--- config.mk ---
export PLATFORM = sky130hd
export DESIGN_NAME = shreg_handshake
export DESIGN_NICKNAME = d
export VERILOG_FILES = /design/src/rtl/shreg_pkg.sv /design/src/rtl/shreg_bytebuf.sv /design/src/rtl/shreg_irq_timer.sv /design/src/rtl/shreg_handshake.sv
export SDC_FILE = /design/constraint.sdc
export NUM_CORES = 1
export LEC_CHECK = 0
export BUFFER_PORTS_ARGS = -buffer_cell sky130_fd_sc_hd__buf_2
export CAP_MARGIN = 30
export CORE_UTILIZATION = 25
export DETAILED_ROUTE_END_ITERATION = 16
export PLACE_DENSITY = 0.5
export REMOVE_ABC_BUFFERS = 1
export SLEW_MARGIN = 20
export SYNTH_ARGS = -nofsm -noshare
export SYNTH_HDL_FRONTEND = slang
export SYNTH_SLANG_ARGS = --single-unit
--- constraint.sdc ---
create_clock -name clk -period 8.1 [get_ports clk]
set_input_delay 1.62 -clock clk [delete_from_list [all_inputs] [get_ports clk]]
set_output_delay 1.62 -clock clk [all_outputs]
set_load 0.01 [all_outputs]
--- src/rtl/shreg_pkg.sv ---
`timescale 1ns/1ps
package shreg_pkg;
    localparam int BUF_DEPTH = 16;
    localparam int BYTE_W    = 8;
    localparam int IDX_W     = $clog2(BUF_DEPTH);
    localparam int CNT_W     = $clog2(BUF_DEPTH + 1);

    typedef struct packed {
        logic [CNT_W-1:0]  out_cnt;
        logic [CNT_W-1:0]  rd_idx;
        logic [CNT_W-1:0]  rsp_len;
        logic [BYTE_W-1:0] sr_rd;
        logic              treq_n;
        logic              pkt_valid;
        logic [CNT_W-1:0]  pkt_len;
        logic              prev_act_n;
        logic              prev_ack_n;
    } hs_state_t;
endpackage

--- src/rtl/shreg_bytebuf.sv ---
`timescale 1ns/1ps
module shreg_bytebuf #(
    parameter int DEPTH = 16,
    parameter int W     = 8,
    localparam int AW   = $clog2(DEPTH)
) (
    input  logic          clk,
    input  logic          we,
    input  logic [AW-1:0] waddr,
    input  logic [W-1:0]  wdata,
    input  logic [AW-1:0] raddr,
    output logic [W-1:0]  rdata
);
    logic [W-1:0] cell_q [DEPTH];

    for (genvar i = 0; i < DEPTH; i++) begin : g_cell
        always_ff @(posedge clk) begin
            if (we && waddr == AW'(i)) begin
                cell_q[i] <= wdata;
            end
        end
    end

    assign rdata = cell_q[raddr];
endmodule

--- src/rtl/shreg_irq_timer.sv ---
`timescale 1ns/1ps
module shreg_irq_timer #(
    parameter int DELAY = 4000,
    localparam int TW   = $clog2(DELAY + 1)
) (
    input  logic clk,
    input  logic rst_n,
    input  logic sched,
    output logic irq
);
    typedef struct packed {
        logic [TW-1:0] cnt;
        logic          irq;
    } tmr_t;

    tmr_t t_d, t_q;

    always_comb begin
        t_d     = t_q;
        t_d.irq = 1'b0;
        if (sched) begin
            t_d.cnt = TW'(DELAY);
        end else if (t_q.cnt == TW'(1)) begin
            t_d.cnt = '0;
            t_d.irq = 1'b1;
        end else if (t_q.cnt != '0) begin
            t_d.cnt = t_q.cnt - TW'(1);
        end
    end

    always_ff @(posedge clk) begin
        if (!rst_n) begin
            t_q <= '0;
        end else begin
            t_q <= t_d;
        end
    end

    assign irq = t_q.irq;

    AST_IRQ_AT_TERMINAL: assert property (@(posedge clk) disable iff (!rst_n)
        t_q.irq |-> ($past(t_q.cnt) == TW'(1) && !$past(sched)));
    AST_IRQ_SINGLE: assert property (@(posedge clk) disable iff (!rst_n)
        t_q.irq |=> !t_q.irq || $past(sched) == 1'b0);
endmodule

--- src/rtl/shreg_handshake.sv ---
`timescale 1ns/1ps
module shreg_handshake
    import shreg_pkg::*;
#(
    parameter int IRQ_DELAY = 4000
) (
    input  logic              clk,
    input  logic              rst_n,
    input  logic              xfer_act_n,
    input  logic              xfer_ack_n,
    input  logic              dir_to_dev,
    input  logic [BYTE_W-1:0] host_byte,
    output logic [BYTE_W-1:0] dev_byte,
    output logic              dev_req_n,
    output logic              sr_irq,
    input  logic              rsp_we,
    input  logic [IDX_W-1:0]  rsp_waddr,
    input  logic [BYTE_W-1:0] rsp_wdata,
    input  logic              rsp_start,
    input  logic [CNT_W-1:0]  rsp_len,
    output logic              pkt_valid,
    output logic [CNT_W-1:0]  pkt_len,
    input  logic [IDX_W-1:0]  pkt_sel,
    output logic [BYTE_W-1:0] pkt_byte
);
    localparam logic [CNT_W-1:0] DEPTH_C = CNT_W'(BUF_DEPTH);

    hs_state_t         s_d, s_q;
    logic              sched;
    logic              out_we;
    logic              pair_chg;
    logic              pending;
    logic [CNT_W-1:0]  rd_next;
    logic [BYTE_W-1:0] rsp_rdata;

    shreg_bytebuf #(.DEPTH(BUF_DEPTH), .W(BYTE_W)) u_out_buf (
        .clk   (clk),
        .we    (out_we),
        .waddr (s_q.out_cnt[IDX_W-1:0]),
        .wdata (host_byte),
        .raddr (pkt_sel),
        .rdata (pkt_byte)
    );

    shreg_bytebuf #(.DEPTH(BUF_DEPTH), .W(BYTE_W)) u_rsp_buf (
        .clk   (clk),
        .we    (rsp_we),
        .waddr (rsp_waddr),
        .wdata (rsp_wdata),
        .raddr (s_q.rd_idx[IDX_W-1:0]),
        .rdata (rsp_rdata)
    );

    shreg_irq_timer #(.DELAY(IRQ_DELAY)) u_timer (
        .clk   (clk),
        .rst_n (rst_n),
        .sched (sched),
        .irq   (sr_irq)
    );

    assign pair_chg = ({xfer_act_n, xfer_ack_n} != {s_q.prev_act_n, s_q.prev_ack_n});
    assign pending  = (s_q.rd_idx < s_q.rsp_len);
    assign rd_next  = s_q.rd_idx + CNT_W'(1);

    always_comb begin
        s_d           = s_q;
        s_d.pkt_valid = 1'b0;
        sched         = 1'b0;
        out_we        = 1'b0;
        if (!xfer_act_n) begin
            if (dir_to_dev) begin
                if (pair_chg && s_q.out_cnt < DEPTH_C) begin
                    out_we      = 1'b1;
                    s_d.out_cnt = s_q.out_cnt + CNT_W'(1);
                    sched       = 1'b1;
                end
            end else if (pending && pair_chg) begin
                s_d.sr_rd  = rsp_rdata;
                s_d.rd_idx = rd_next;
                if (rd_next >= s_q.rsp_len) begin
                    s_d.treq_n = 1'b1;
                end
                sched = 1'b1;
            end
        end else if (s_q.prev_act_n) begin
            if (xfer_ack_n != s_q.prev_ack_n) begin
                s_d.treq_n = !pending;
                sched      = 1'b1;
            end
        end else begin
            sched = 1'b1;
            if (s_q.out_cnt != '0) begin
                s_d.pkt_valid = 1'b1;
                s_d.pkt_len   = s_q.out_cnt;
            end
            s_d.out_cnt = '0;
            if (pending) begin
                s_d.treq_n = 1'b0;
            end
        end
        if (rsp_start) begin
            s_d.rd_idx  = '0;
            s_d.rsp_len = rsp_len;
            sched       = 1'b1;
        end
        s_d.prev_act_n = xfer_act_n;
        s_d.prev_ack_n = xfer_ack_n;
    end

    always_ff @(posedge clk) begin
        if (!rst_n) begin
            s_q            <= '0;
            s_q.treq_n     <= 1'b1;
            s_q.prev_act_n <= 1'b1;
            s_q.prev_ack_n <= 1'b1;
        end else begin
            s_q <= s_d;
        end
    end

    assign dev_byte  = s_q.sr_rd;
    assign dev_req_n = s_q.treq_n;
    assign pkt_valid = s_q.pkt_valid;
    assign pkt_len   = s_q.pkt_len;

    AST_OUT_LIMIT: assert property (@(posedge clk) disable iff (!rst_n)
        s_q.out_cnt <= DEPTH_C);
    AST_PKT_ON_RISE: assert property (@(posedge clk) disable iff (!rst_n)
        s_q.pkt_valid |-> (s_q.prev_act_n && !$past(s_q.prev_act_n)));
    AST_PKT_NONEMPTY: assert property (@(posedge clk) disable iff (!rst_n)
        s_q.pkt_valid |-> (s_q.pkt_len != '0));
    AST_RD_LIMIT: assert property (@(posedge clk) disable iff (!rst_n)
        s_q.rd_idx <= s_q.rsp_len);
    AST_SR_ONLY_ON_READ: assert property (@(posedge clk) disable iff (!rst_n)
        !$stable(s_q.sr_rd) |-> $past(!xfer_act_n && !dir_to_dev));
    AST_END_TREQ: assert property (@(posedge clk) disable iff (!rst_n)
        (!$stable(s_q.sr_rd) && s_q.rd_idx == s_q.rsp_len && !$past(rsp_start))
        |-> s_q.treq_n);
endmodule

==> results of run 1 <==
-- layout by cell type, fill, tap and decap left out, types with 3 or more instances in the layout --
| cell type | instances |
|---|---|
| xnor2_1 | 6 |
| o21ai_0 | 4 |
| clkbuf_1 | 6 |
| buf_2 | 59 |
| bufinv_16 | 3 |
| a22oi_1 | 3 |
| nand2b_1 | 10 |
| clkinv_2 | 4 |
| nand3_1 | 6 |
| ha_1 | 20 |
| nor2_1 | 53 |
| nand3b_1 | 3 |
| mux4_2 | 72 |
| mux2i_1 | 6 |
| inv_1 | 13 |
| edfxtp_1 | 256 |
| o22ai_1 | 8 |
| a21oi_1 | 18 |
| a221oi_1 | 8 |
| nand4_1 | 3 |
| buf_4 | 11 |
| nor2b_1 | 3 |
| a21o_1 | 3 |
| xor2_1 | 4 |
| clkinv_1 | 7 |
| nor3_2 | 5 |
| a22o_1 | 8 |
| clkbuf_16 | 35 |
| dfxtp_1 | 43 |
| nor3_1 | 7 |
| nand2_1 | 36 |
-- critical path, stage by stage --
cell and delay (ns):
buf_2 0.34, buf_12 0.27, mux4_2 0.52, mux4_2 0.49, buf_2 0.16
-- logic make-up (layout without fill, tap and decap cells) --
group                    Yosys count  after routing  synth area share, %
AO/OA/AOI/OAI                     70             70                4.341
XOR/XNOR                          11             11               0.8558
adder cells (fa/ha/maj)           20             20                2.062
buffers and inverters             54            143                2.248
flip-flops                       301            301                70.77
multiplexers                      78             78                13.86
AND/OR/NAND/NOR                  146            146                5.867
-- layer usage --
metal / GRT usage [%] / part of all wire (%)
met5: 0 / 0
met3: 2.327 / 4.8
met2: 16.48 / 48
met1: 13.33 / 45
met4: 3.853 / 2.4
-- area by class of cell --
class                      instances  area share, %
tap                              615          5.427
multi-input combinational        325          23.29
timing repair buffer              72          2.885
clock inverter                    17          1.138
inverter                          13         0.3441
clock buffer                      41          6.336
sequential                       301          60.58
-- metrics by stage --
stage / setup WS (ns) / total power [mW] / hold slack [ns] / utilization (%)
floorplan: 3.896 / 1.849 / 0.4604 / -
finish: 3.067 / 3.381 / 0.4733 / 29.64
global placement: 2.762 / 1.918 / 0.4671 / 27.26
CTS: 3.026 / 3.433 / 0.4796 / 29.57
global route: 2.953 / 3.507 / 0.5037 / 29.64
detailed placement: 3.029 / 1.924 / 0.4670 / 27.36
-- power by group --
| group | internal [mW] | switching (mW) | total, mW |
|---|---|---|---|
| registers | 1.71 | 0.0134 | 1.72 |
| clock network | 0.885 | 0.609 | 1.49 |
| logic | 0.0725 | 0.0956 | 0.168 |
| total | 2.66 | 0.718 | 3.38 |
-- sequential cells by signal, indices dropped and copies added, names as in the netlist --
signal	cells
u_timer.t_q	12
pkt_len	5
s_q	17
dev_byte	8
pkt_valid	1
u_rsp_buf.cell_q	128
dev_req_n	1
u_timer.irq	1
u_out_buf.cell_q	128
-- how the worst min path moves through the flow --
stage | startpoint | to | cells past startpoint
CTS | dev_byte[6] | dev_byte[6] | 2
finish | dev_byte[6] | dev_byte[6] | 2
floorplan | s_q[18] | s_q[18] | 2
global route | dev_byte[0] | dev_byte[0] | 2
detailed placement | dev_byte[6] | dev_byte[6] | 2
global placement | dev_byte[7] | dev_byte[7] | 2
==> results.sh, run 1 <==
export IMPL_status="finished, final reports clean"
export IMPL_grt_overflow=0
export IMPL_reg2reg_depth=5
export IMPL_antenna_found_initial=0
export IMPL_nets=803
export IMPL_syn_inst=680
export IMPL_critical_path_class="input pin to primary output"
export IMPL_postCtsHoldBufs=0
export IMPL_yosys_warnings=0
export IMPL_cts_htree_levels=2
export IMPL_fin_cells=1384
export IMPL_slew_headroom_pct=37.90
export IMPL_fillers=4682
export IMPL_wl_per_cell_um=17.85
export IMPL_r2r_start="s_q[1]"
export IMPL_pwr_density_cell_nw_per_um2=238.4
export IMPL_routed_wl_um=24700
export IMPL_port_buffers=59
export IMPL_place_hpwl_um=16360
export IMPL_ant_nets=0
export IMPL_ys_flop_type="edfxtp_1"
export IMPL_drive_gt1_share_pct=27.05
export IMPL_finalSetupViolCount=0
export IMPL_via_count=6161
export IMPL_hold_path_class="flip-flop to flip-flop"
export IMPL_avgSynthCellArea_um2=17.85
export IMPL_clk_path_buf_depth=3
export IMPL_placed_area_um2=13090
export IMPL_coreArea_um2=47850
export IMPL_syn2layout_area_growth_pct=16.85
export IMPL_rsz0062_at_grt="no"
export IMPL_clock_latency_ns=0.53
export IMPL_start_util_pct=25.36
export IMPL_yosysMostFrequentCell="edfxtp_1"
export IMPL_tns_ns=0
export IMPL_fin_crit_sh_pct=62.14
export IMPL_seq_area_um2=8591
export IMPL_crit_required_ns=6.48
export IMPL_die_area_um2=49430
export IMPL_drt_pass1_iterations=4
export IMPL_gr_usage_all_layers_pct=10.21
export IMPL_dp_cells=1322
export IMPL_multi_input_area_um2=3302
export IMPL_synth_common_cells="edfxtp_1, mux4_2, nor2_1, dfxtp_1, nand2_1"
export IMPL_viasPerCell=4.452
export IMPL_first_global_vias=6320
export IMPL_slew_violations=0
export IMPL_grt_max_degree=38
export IMPL_ys_seq_area_share_pct=70.77
export IMPL_worstMarginPinSlew_ns=0.9280
export IMPL_critPathCapture="pkt_byte[4]"
export IMPL_synth_top_cells_by_area="edfxtp_1, mux4_2, dfxtp_1, ha_1, nor2_1"
export IMPL_cts_root_buf="clkbuf_16"
export IMPL_start_kind="input pin"
export IMPL_num_antenna_cells=0
export IMPL_clock_skew_ns=0.01440
export IMPL_fin_crit_ns=5.033
export IMPL_timing_rr_end="u_out_buf.cell_q[15][3]"
export IMPL_grt_pass1_wl_um=38650
export IMPL_drv_cap=0
export IMPL_post_cts_setup_buffer_count=0
export IMPL_route_detailed_drc=0
export IMPL_synthesis_area_um2=12140
export IMPL_crit_arrival_ns=3.41
export IMPL_pin_count=60
export IMPL_synth_top_cell_by_area="edfxtp_1"
export IMPL_endpoint_kind="primary output"
export IMPL_clkSlewWorstSetupHoldPaths_ns=0.06
export IMPL_ys_ff_latch=301
export IMPL_timing_hold_violations_final=0
export IMPL_place_gp_congestion=0.7379
export IMPL_crit_fanout=22
export IMPL_first_iter_violations=315
export IMPL_peakVddDrop_mv=0.1582
export IMPL_cp_startpoint="pkt_sel[0]"
export IMPL_leakage_nw=4.646
export IMPL_synth_edf_count=256
export IMPL_fp_dieW_um=222.3
export IMPL_die_h_um=222.3
export IMPL_max_freq_ghz=0.1987
export IMPL_cts_num_sinks=301
export IMPL_reg2reg_slack_ns=5.23
export IMPL_rows=80
export IMPL_cts_resized_gates=0
export IMPL_cts_buffers=34
export IMPL_cts_tree="built"
export IMPL_synth_top_area_share_pct=63.35
export IMPL_synth_cell_types=58
export IMPL_async_reset_ff_share_pct=0
export IMPL_fin_area_um2=14180
(Power assumes the default switching activity.)
==> run 2: changes to the inputs <==
- ABC_AREA: unset -> 1
- clock period: 8.1 -> 5.2 ns (I/O delays scaled with it)
==> run 2 against run 1 <==
Effect of this change: critical endpoint is now pkt_byte[2]; hold slack worse by 0.0062 ns; cell count is 37% higher; clock power is 59% higher; setup slack worse by 1.8 ns; sequential share of layout area is 2.3 points lower; global-route usage is 1.5 points higher; final area is 4.0% higher; register-to-register slack worse by 2.7 ns; critical path depth is 2 higher.
==> results.sh, run 2 <==
export IMPL_status="finished, final reports clean"
export IMPL_route_detailed_drc=0
export IMPL_yosysMostFrequentCell="edfxtp_1"
export IMPL_cp_startpoint="pkt_sel[1]"
export IMPL_fin_area_um2=14740
export IMPL_worstMarginPinSlew_ns=0.9825
export IMPL_cts_buffers=35
export IMPL_grt_overflow=0
export IMPL_die_area_um2=52010
export IMPL_reg2reg_slack_ns=2.54
export IMPL_antenna_found_initial=1
export IMPL_first_iter_violations=490
export IMPL_critical_path_most_common_cell="buf_2"
export IMPL_place_gp_congestion=0.8168
export IMPL_post_cts_setup_buffer_count=0
export IMPL_max_stage_delay_ns=0.76
export IMPL_grt_pass1_wl_um=47800
export IMPL_slew_headroom_pct=34.26
export IMPL_grt_max_degree=82
export IMPL_peakVddDrop_mv=0.2473
export IMPL_clk_path_buf_depth=3
export IMPL_final_cell_mix="edfxtp_1, nor2_1, nand2_1"
export IMPL_syn_inst=1164
export IMPL_clock_latency_ns=0.51
export IMPL_drt_pass1_iterations=5
export IMPL_pin_count=60
export IMPL_reg2reg_depth=8
export IMPL_ys_seq_area_share_pct=67.22
export IMPL_worstPathCellList="buf_2 -> inv_1 -> o21ai_0 -> o221ai_1 -> nand3_1 -> nand2_1 -> buf_2"
export IMPL_cp_depth=7
export IMPL_synth_cell_types=36
export IMPL_async_reset_ff_share_pct=0
export IMPL_drive_gt1_share_pct=11.39
export IMPL_crit_fanout=33
export IMPL_avgSynthCellArea_um2=10.98
export IMPL_tns_ns=0
export IMPL_placed_area_um2=13620
export IMPL_clkSlewWorstSetupHoldPaths_ns=0.06
export IMPL_place_hpwl_um=19470
export IMPL_critPathTopFamily="buffers and inverters"
export IMPL_fin_util_pct=29.32
export IMPL_rows=82
export IMPL_reg_top3="u_out_buf.cell_q x128, u_rsp_buf.cell_q x128, s_q x17"
export IMPL_fp_dieW_um=228.1
export IMPL_wl_per_cell_um=15.89
export IMPL_endpoint_kind="primary output"
export IMPL_fillers=5219
export IMPL_drv_cap=0
export IMPL_pwr_density_cell_nw_per_um2=367.2
export IMPL_die_h_um=228.1
export IMPL_synthesis_area_um2=12780
export IMPL_critical_path_class="input pin to primary output"
export IMPL_ys_flop_type="edfxtp_1"
export IMPL_cts_tree="built"
export IMPL_via_count=8390
export IMPL_cts_htree_levels=2
export IMPL_crit_required_ns=4.16
export IMPL_finalSetupViolCount=0
export IMPL_synth_top_area_share_pct=60.17
export IMPL_max_freq_ghz=0.2540
export IMPL_cts_num_sinks=301
export IMPL_hold_path_class="flip-flop to flip-flop"
export IMPL_rsz0062_at_grt="no"
export IMPL_crit_slowest_cell="inv_1"
export IMPL_crit_arrival_ns=2.90
export IMPL_synth_top_cells_by_area="edfxtp_1, dfxtp_1, nor2_1, o21ai_0, nand2_1"
export IMPL_cts_root_buf="clkbuf_16"
export IMPL_synth_edf_count=256
export IMPL_viasPerCell=4.411
export IMPL_postCtsHoldBufs=0
export IMPL_mostFrequentLayoutCell="edfxtp_1"
export IMPL_ys_ff_latch=301
export IMPL_start_util_pct=25.41
export IMPL_routed_wl_um=30220
export IMPL_start_kind="input pin"
export IMPL_clock_skew_ns=0.01165
export IMPL_slew_violations=0
export IMPL_nets=1261
export IMPL_critPathCapture="pkt_byte[2]"
export IMPL_synth_common_cells="edfxtp_1, nor2_1, nand2_1, o21ai_0, inv_1"
export IMPL_gr_usage_all_layers_pct=11.71
export IMPL_r2r_start="s_q[24]"
export IMPL_coreArea_um2=50270
export IMPL_timing_rr_end="dev_byte[5]"
export IMPL_fin_crit_sh_pct=75.70
export IMPL_leakage_nw=5.351
export IMPL_port_buffers=59
export IMPL_yosys_warnings=0
export IMPL_fin_crit_ns=3.936
export IMPL_first_global_vias=8432
export IMPL_synth_top_cell_by_area="edfxtp_1"
export IMPL_ant_nets=0
export IMPL_crit_buf_inv=3
export IMPL_whs_ns=0.4671
export IMPL_cts_resized_gates=0
export IMPL_timing_hold_violations_final=0
export IMPL_syn2layout_area_growth_pct=15.38
run 2: changes by cell type in the layout (fill, tap and decap cells not counted), sizes merged, moves of 41 or more:
cell	change
o21ai	+133
nand2	+130
inv	+62
mux4	-72
nor2	+178
nand3	+41
run 2: logic make-up after synthesis:
family                     after synthesis  synth area share, %
adders and majority gates               20                1.959
AOI/OAI and AO/OA                      225                10.15
DFF                                    301                67.22
xor gates and xnor gates                 8               0.5485
buffers and inverters                  145                5.288
and+or+nand+nor                        465                14.84
run 2: power breakdown:
group	internal [mW]	switching [mW]
sequential	2.66	0.0231
combinational	0.108	0.246
clock	1.42	0.953
run 2: area by class of cell:
type | instances | area [µm²] | share of cell area [%]
clock buffer | 50 | 984.7 | 6.680
antenna | 1 | 2.502 | 0.01698
multi-input combinational | 718 | 3520 | 23.88
clock inverter | 11 | 117.6 | 0.7979
sequential | 301 | 8589 | 58.27
timing repair buffer | 69 | 382.9 | 2.597
inverter | 80 | 302.8 | 2.054
tap | 672 | 840.8 | 5.704
run 2: worst min-delay path by stage:
stage / start / endpoint / slack, ns / cells past startpoint
global placement: s_q[31] / pkt_len[4] / 0.45 / 2
floorplan: s_q[31] / pkt_len[4] / 0.44 / 2
global route: s_q[31] / pkt_len[4] / 0.51 / 2
detailed placement: s_q[31] / pkt_len[4] / 0.46 / 2
finish: s_q[31] / pkt_len[4] / 0.47 / 2
CTS: s_q[31] / pkt_len[4] / 0.47 / 2
run 2: per-layer routing:
layer | share of wire, % | wire (µm) | track usage, % | vias to the layer above
li1 | - | - | - | 4130
met1 | 43 | 13020 | 14.33 | 4036
met2 | 50 | 15220 | 20.69 | 179
met3 | 4.5 | 1356 | 2.338 | 45
met4 | 2.1 | 626 | 3.461 | 0
met5 | 0 | 0 | 0 | -
run 2: through the flow:
stage	setup slack, ns	std cells	total power, mW
after floorplan	2.159	1099	2.940
after global placement	1.376	1839	3.086
after detailed placement	1.287	1839	3.094
after CTS	1.282	1900	5.489
after global routing	0.9989	1902	5.629
final	1.264	1902	5.413
run 2: worst min-delay path, cell delays in order (launching register included):
cell	delay (ns)
dfxtp_1	0.31
nand2_1	0.05
a21oi_1	0.05
==> run 3: changes to the inputs <==
- clock period: 5.2 -> 3.77 ns (I/O delays scaled with it)
==> run 3 against run 2 <==
Effect of this change: first-iteration DRC count fell by 0.82%; critical path depth did not move; clock skew rose by 0.0048 ns; via count rose by 0.43%; utilization rose by 0.37 points; highest routed layer unchanged; cell count rose by 1.2%.
==> results.sh, run 3 (synthesis results as in run 2) <==
export IMPL_crit_fanout=64
export IMPL_post_cts_setup_buffer_count=0
export IMPL_slew_violations=0
export IMPL_cts_htree_levels=2
export IMPL_rsz0062_at_grt="no"
export IMPL_die_area_um2=52010
export IMPL_fillers=5217
export IMPL_port_buffers=59
export IMPL_via_count=8426
export IMPL_drt_pass1_iterations=4
export IMPL_tns_ns=0
export IMPL_cts_tree="built"
export IMPL_coreArea_um2=50270
export IMPL_clk_path_buf_depth=3
export IMPL_first_global_vias=8304
export IMPL_pin_count=60
export IMPL_hold_depth=3
export IMPL_crit_arrival_ns=2.15
export IMPL_drive_gt1_share_pct=13.02
export IMPL_wl_per_cell_um=15.73
export IMPL_first_iter_violations=486
export IMPL_start_kind="input pin"
export IMPL_ant_nets=0
export IMPL_mostFrequentLayoutCell="edfxtp_1"
export IMPL_status="finished, final reports clean"
export IMPL_pwr_density_cell_nw_per_um2=507.1
export IMPL_final_cell_mix="edfxtp_1, nor2_1, nand2_1"
export IMPL_gr_usage_all_layers_pct=11.59
export IMPL_fin_crit_sh_pct=77.03
export IMPL_leakage_nw=5.482
export IMPL_fin_crit_ns=2.904
export IMPL_fp_dieW_um=228.1
export IMPL_antenna_found_initial=1
export IMPL_syn2layout_area_growth_pct=16.84
export IMPL_place_gp_congestion=0.8217
export IMPL_multi_input_area_um2=3512
export IMPL_fin_util_pct=29.69
export IMPL_reg_top3="u_out_buf.cell_q x128, u_rsp_buf.cell_q x128, s_q x17"
export IMPL_cts_root_buf="clkbuf_16"
export IMPL_drv_cap=0
export IMPL_place_hpwl_um=19620
export IMPL_clock_skew_ns=0.01649
export IMPL_cts_num_sinks=301
export IMPL_max_stage_delay_ns=0.51
export IMPL_grt_pass1_wl_um=47150
export IMPL_slew_headroom_pct=37.92
export IMPL_seq_area_um2=8589
export IMPL_timing_hold_violations_final=0
export IMPL_route_detailed_drc=0
export IMPL_critical_path_most_common_cell="buf_2"
export IMPL_cts_resized_gates=0
export IMPL_grt_overflow=0
export IMPL_routed_wl_um=30280
export IMPL_worstMarginPinSlew_ns=0.9313
export IMPL_crit_slowest_cell="buf_4"
export IMPL_clkSlewWorstSetupHoldPaths_ns=0.06
export IMPL_critical_path_class="input pin to primary output"
export IMPL_endpoint_kind="primary output"
export IMPL_grt_max_degree=65
export IMPL_max_freq_ghz=0.3444
export IMPL_postCtsHoldBufs=0
export IMPL_die_h_um=228.1
export IMPL_start_util_pct=25.41
export IMPL_rows=82
export IMPL_cts_buffers=37
export IMPL_peakVddDrop_mv=0.3616
export IMPL_crit_required_ns=3.02
export IMPL_reg2reg_depth=11
export IMPL_worstPathCellList="buf_2 -> buf_4 -> o21ai_0 -> o221ai_1 -> nand3_1 -> nand2_1 -> buf_2"
export IMPL_clock_latency_ns=0.54
export IMPL_whs_ns=0.4511
export IMPL_viasPerCell=4.377
export IMPL_nets=1281
export IMPL_finalSetupViolCount=0
export IMPL_hold_path_class="input pin to flip-flop"
==> run 3: cell count changes in the layout (fill, tap and decap cells not counted), moves of 2 or more <==
| cell | before | now |
|---|---|---|
| buf_4 | 9 | 26 |
| clkbuf_1 | 12 | 7 |
| clkinv_2 | 2 | 6 |
| clkinv_1 | 6 | 9 |
| clkbuf_16 | 37 | 39 |
==> run 3: area by class of cell <==
class	instances	area share (%)
multi-input combinational	718	23.53
timing repair buffer	87	3.554
tap	672	5.632
clock buffer	46	6.714
sequential	301	57.54
antenna	1	0.01676
inverter	80	2.028
clock inverter	20	0.9890
==> run 3: power by group <==
part	internal (mW)	switching [mW]
clock network	1.97	1.40
logic	0.154	0.344
registers	3.67	0.0271
total	5.80	1.77
==> run 3: final timing paths <==
path	from	to	slack, ns
setup / recovery	pkt_sel[0]	pkt_byte[2]	0.87
hold / removal	rsp_len[0]	s_q[17]	0.45
setup reg to reg	s_q[25]	dev_req_n	1.17
hold reg to reg	s_q[31]	pkt_len[4]	0.46
==> run 3: per-layer routing <==
layer | track usage [%] | up-vias | wire length, µm
met3 | 2.525 | 44 | 1338
met1 | 14.25 | 4015 | 13230
met2 | 20.01 | 198 | 15070
li1 | - | 4169 | -
met4 | 3.943 | 0 | 638
met5 | 0 | - | 0
==> run 3: stage by stage <==
stage	setup WS (ns)	area, µm²	cells	total power [mW]
5_1_grt	0.7008	14930	1925	7.870
3_5_place_dp	0.8685	13780	1858	4.273
4_1_cts	0.8616	14930	1924	7.686
2_1_floorplan	1.062	12400	1099	4.055
6_report	0.8660	14930	1925	7.570
3_3_place_gp	0.9253	13780	1858	4.266
==> run 3: critical path: cells and delay by family <==
family                 cells  cell delay, ns
AOI/OAI and AO/OA          2            0.41
and+or+nand+nor            2            0.24
buffers and inverters      3            0.73
